### config.mk
export PLATFORM = sky130hd
export DESIGN_NAME = mcarr_top
export DESIGN_NICKNAME = d
export VERILOG_FILES = /design/src/rtl/mcarr_pkg.sv /design/src/rtl/mcarr_or.sv /design/src/rtl/mcarr_cell.sv /design/src/rtl/mcarr_top.sv
export SDC_FILE = /design/constraint.sdc
export NUM_CORES = 1
export LEC_CHECK = 0
export ABC_AREA = 1
export BUFFER_PORTS_ARGS = -buffer_cell sky130_fd_sc_hd__buf_2
export CORE_ASPECT_RATIO = 1.2
export CORE_MARGIN = 4
export CORE_UTILIZATION = 27
export CTS_CLUSTER_DIAMETER = 120
export DETAILED_ROUTE_END_ITERATION = 12
export GPL_ROUTABILITY_DRIVEN = 0
export GPL_TIMING_DRIVEN = 0
export MAX_ROUTING_LAYER = met4
export PLACE_DENSITY = 0.86
export SYNTH_ARGS = -nofsm -noshare
export SYNTH_HDL_FRONTEND = slang
export SYNTH_HIERARCHICAL = 1
export SYNTH_SLANG_ARGS = --single-unit
### constraint.sdc
create_clock -name clk -period 0.91 [get_ports clk]
set_input_delay 0.182 -clock clk [delete_from_list [all_inputs] [get_ports clk]]
set_output_delay 0.182 -clock clk [all_outputs]
set_load 0.005 [all_outputs]
### src/rtl/mcarr_pkg.sv
package mcarr_pkg;

    localparam int NCELL_DEF = 10;
    localparam int MIN_TERMS = 8;
    localparam int MAX_TERMS = 16;
    localparam int TERM_STEP = 2;

    // Width of each OR slice: it ramps up toward the middle of the array and down again.
    function automatic int term_count(input int idx, input int ncell);
        int rank;
        int w;
        rank = (idx < ncell / 2) ? idx : (ncell - 1 - idx);
        w = MIN_TERMS + TERM_STEP * rank;
        return (w > MAX_TERMS) ? MAX_TERMS : w;
    endfunction

    // Lowest bit of a cell's slice in the flat term vector.
    function automatic int term_base(input int idx, input int ncell);
        int acc;
        acc = 0;
        for (int k = 0; k < idx; k++) acc += term_count(k, ncell);
        return acc;
    endfunction

    function automatic int term_total(input int ncell);
        return term_base(ncell, ncell);
    endfunction

    typedef struct packed {
        logic registered;
        logic act_high;
    } cell_cfg_t;

    typedef struct packed {
        logic data;
        logic oe;
        logic fb;
    } cell_out_t;

endpackage

### src/rtl/mcarr_or.sv
module mcarr_or #(
    parameter int WIDTH = 8
) (
    input  logic [WIDTH-1:0] terms,
    output logic             sum
);
    assign sum = |terms;
endmodule

### src/rtl/mcarr_cell.sv
module mcarr_cell
    import mcarr_pkg::*;
#(
    parameter int NTERM = 8
) (
    input  logic             clk,
    input  logic             aclr,
    input  logic             spre,
    input  logic [NTERM-1:0] terms,
    input  logic             oe_term,
    input  cell_cfg_t        cfg,
    input  logic             pad,
    output cell_out_t        o
);
    logic sum;
    logic q;
    logic pre_pol;

    mcarr_or #(.WIDTH(NTERM)) i_or (
        .terms (terms),
        .sum   (sum)
    );

    always_ff @(posedge clk or posedge aclr) begin
        if (aclr)      q <= 1'b0;
        else if (spre) q <= 1'b1;
        else           q <= sum;
    end

    always_comb begin
        pre_pol = cfg.registered ? q : sum;
        o.data  = cfg.act_high ? pre_pol : ~pre_pol;
        o.oe    = oe_term;
        o.fb    = cfg.registered ? q : pad;
    end

    // with the clear term high, the register is already empty at any edge.
    a_r6_clear_holds: assert property (@(posedge clk) aclr |-> !q);

    // the preset term loads a one at the next edge.
    a_r7_preset_loads: assert property (@(posedge clk) disable iff (aclr)
        spre |=> q);

    // without preset, the register takes the previous cycle's OR sum.
    a_r2_captures_sum: assert property (@(posedge clk) disable iff (aclr)
        !spre |=> (q == $past(sum)));

    // in registered mode the pin shows last cycle's sum, inverted when active-low.
    a_r4_pol_after_reg: assert property (@(posedge clk) disable iff (aclr)
        (!spre && cfg.registered && $stable(cfg)) |=>
        (!cfg.registered || (o.data == ($past(sum) ^ !cfg.act_high))));

endmodule

### src/rtl/mcarr_top.sv
module mcarr_top
    import mcarr_pkg::*;
#(
    parameter int NCELL = NCELL_DEF,
    localparam int NTOTAL = term_total(NCELL)
) (
    input  logic              clk,
    input  logic              pt_aclr,
    input  logic              pt_spre,
    input  logic [NTOTAL-1:0] pt_sum,
    input  logic [NCELL-1:0]  pt_oe,
    input  logic [NCELL-1:0]  cfg_reg,
    input  logic [NCELL-1:0]  cfg_pol,
    input  logic [NCELL-1:0]  pin_in,
    output logic [NCELL-1:0]  pin_out,
    output logic [NCELL-1:0]  pin_oe,
    output logic [NCELL-1:0]  fb_out
);
    for (genvar g = 0; g < NCELL; g++) begin : g_cell
        localparam int NT   = term_count(g, NCELL);
        localparam int BASE = term_base(g, NCELL);
        cell_cfg_t c_cfg;
        cell_out_t c_out;

        assign c_cfg.registered = cfg_reg[g];
        assign c_cfg.act_high   = cfg_pol[g];

        mcarr_cell #(.NTERM(NT)) i_cell (
            .clk     (clk),
            .aclr    (pt_aclr),
            .spre    (pt_spre),
            .terms   (pt_sum[BASE +: NT]),
            .oe_term (pt_oe[g]),
            .cfg     (c_cfg),
            .pad     (pin_in[g]),
            .o       (c_out)
        );

        assign pin_out[g] = c_out.data;
        assign pin_oe[g]  = c_out.oe;
        assign fb_out[g]  = c_out.fb;
    end

    // each enable pin follows its own enable term.
    a_r5_oe_tracks: assert property (@(posedge clk) disable iff (pt_aclr)
        pin_oe == pt_oe);

endmodule

==> flow_summary.toml <==
[outcome]
status = "complete, but fails checks"
violations = "negative setup slack"

[pwr]
cellPowerDensity_mw_per_mm2 = 657
power.internal_mw = 1.22
p_clk_frac = 0.264
p_comb_frac = 0.476
ir_drop_uv = 286
power_mw = 1.72
p_sw_mw = 0.500
p_leak_nw = 1.58
seqPwrFrac = 0.260
power.share.switching = 0.291

[cts]
cts_tree = "yes"
clk_pin_slew_ns = 0.05
clock-sinks = 10
cts_buffers = 3
cts_root_buf = "clkbuf_8"
htreeDepth = 1
clockBufferDepth = 2

[setup_path]
crit_type = "input port to primary output"
startpoint_type = "input port"
crit_required_ns = 0.73
cp-startpoint = "pt_sum[77]"
worstPathArrival_ns = 1.00
path_max_fanout = 2
end_kind = "primary output"
cpMostUsedCell = "nand2_1"
cpPeakStageDelay_ns = 0.21
worst_path_max_delay_cell = "or2_1"
crit_chain = "buf_6 > or2_1 > nor2_1 > nand2_1 > nand2_2 > nand2_1 > nand2_1 > nand2_1 > buf_2"

[floorplanning]
core_area_mm2 = 0.00470
start_util = 0.284
fp.dieW_um = 72.1
die_h_um = 84.9
num_rows = 27
ios = 193
die-area_mm2 = 0.00612

[placement]
portBuffers = 182
hpwl_um = 4210
dpl_worst_slack_ns = -0.271

[detailed_routing]
drc = 0
avgViaCountPerCell = 4.17
drt_pre_antenna_iters = 4
wl_per_cell_um = 9.97
dr.first_iter.drc_count = 33
ant_nets = 0
vias = 2141
drt_wl_total_um = 5110

[sta]
fin_ws_ns = -0.268
setup_viol = 21
worst_pin_slew_ns = 0.230
final_hold_viol_count = 0
fin_crit_ns = 1.18
slew_viol_final = 0
max_freq_mhz = 849
whs_ns = 0.299
finalCritPeriodShare = 1.29
rsz0062_at_grt = "yes"
max-slew-margin-rel = 0.847

[synth]
syn_inst = 266
syn-cell-area_mm2 = 0.00133
synth_top_family_by_area = "simple AND/OR/NAND/NOR gates"
synth_compound_area_frac = 0
synth.distinct_cells = 10
synth_fp_nets = 429
synth_xor_area_frac = 0
synthAdderAreaFrac = 0
synth_seq_cells = 10
syn_avg_cell_area_um2 = 5.00
yosysWarnings = 6
ys_seq_area_frac = 0.188
synth.area.mux_share = 0
synthSimpleGateAreaFrac = 0.626

[grt]
antenna_found_initial = 0
grt_pass1_vias = 1957
grt_use_total = 0.150
gr-total-overflow = 0
grt_pass1_wl_um = 7330
grt_start_max_net_pins = 11

[finish]
drive_above_1_share = 0.530
mostFrequentLayoutCell = "buf_2"
syn2layout_area_growth_pct = 96.1
top_register = "g_cell.i_cell/q"
top_regs = "g_cell.i_cell/q x10"
largest_reg_flops = 10
postLayoutCoreUtil = 0.556
fin_nets = 620
layout_common_cells = "164 x buf_2, 81 x nand2_1, 48 x nor2_1"
diodes = 0

[worst_hold_path]
hold_path_class = "input port to flip-flop"
holdCritStartpoint = "pt_spre"
whs_path_depth = 2

[run]
cap_violations = 0
==> metrics by stage <==
| step | TNS [ns] | cell area (um2) | cells |
|---|---|---|---|
| after CTS | -3.71 | 2430 | 513 |
| after global routing | -4.94 | 2610 | 513 |
| after floorplan | 0 | 1330 | 266 |
| final | -3.51 | 2610 | 513 |
| after global placement | -2.51 | 2310 | 506 |
| after detailed placement | -2.89 | 2310 | 506 |
==> cell families after synthesis <==
family        after synthesis
simple gates              200
buf+inv                    56
flops                      10
==> Yosys cell counts <==
| master | count | area share |
|---|---|---|
| and2_0 | 4 | 0.019 |
| buf_4 | 10 | 0.056 |
| dfrtp_1 | 10 | 0.19 |
| inv_1 | 46 | 0.13 |
| nand2_1 | 98 | 0.28 |
| nand2_2 | 10 | 0.047 |
| nand3_1 | 10 | 0.038 |
| nor2_1 | 64 | 0.18 |
| or2_0 | 2 | 0.0094 |
| or2_1 | 12 | 0.056 |
==> final timing paths <==
path | endpoint | slack (ns)
worst max-delay path | pin_out[6] | -0.27
worst min-delay path | g_cell[6].i_cell/q | 0.30
max in group asynchronous | g_cell[0].i_cell/q | 0.35
min in group asynchronous | g_cell[3].i_cell/q | 0.45
==> layout make-up <==
| cell class | instances | area [um2] |
|---|---|---|
| Buffer | 10 | 75.1 |
| Clock buffer | 3 | 41.3 |
| Fill cell | 439 | 2080 |
| Inverter | 46 | 173 |
| Multi-Input combinational cell | 200 | 936 |
| Sequential cell | 10 | 250 |
| Tap cell | 58 | 72.6 |
| Timing Repair Buffer | 186 | 1060 |
==> worst max-delay path: cells and delay by family <==
kind	cells	cell delay, ns
simple gates	7	0.60
buf+inv	2	0.21
==> repair_timing <==
action	4_1_cts	5_1_grt
hold buffers	1	0
pin swaps	16	29
resized for setup	14	43
endpoints found under the setup margin	20	21
buffers inserted	3	2
hold endpoints to repair	10	0
==> layer usage <==
metal | vias up | share of wire | global-route usage
li1 | 1133 | - | -
met1 | 895 | 0.35 | 0.133
met2 | 109 | 0.55 | 0.300
met3 | 4 | 0.097 | 0.0273
met4 | 0 | 0.0090 | 0.0547
met5 | - | 0 | -
==> power groups by stage <==
stage	registers, mW	logic [mW]	clock network [mW]
3_5_place_dp	0.453	0.713	0
2_1_floorplan	0.453	0.269	0
4_1_cts	0.446	0.736	0.485
5_1_grt	0.445	0.917	0.513
6_report	0.446	0.816	0.453
3_3_place_gp	0.453	0.694	0
(Power assumes the default switching activity.)
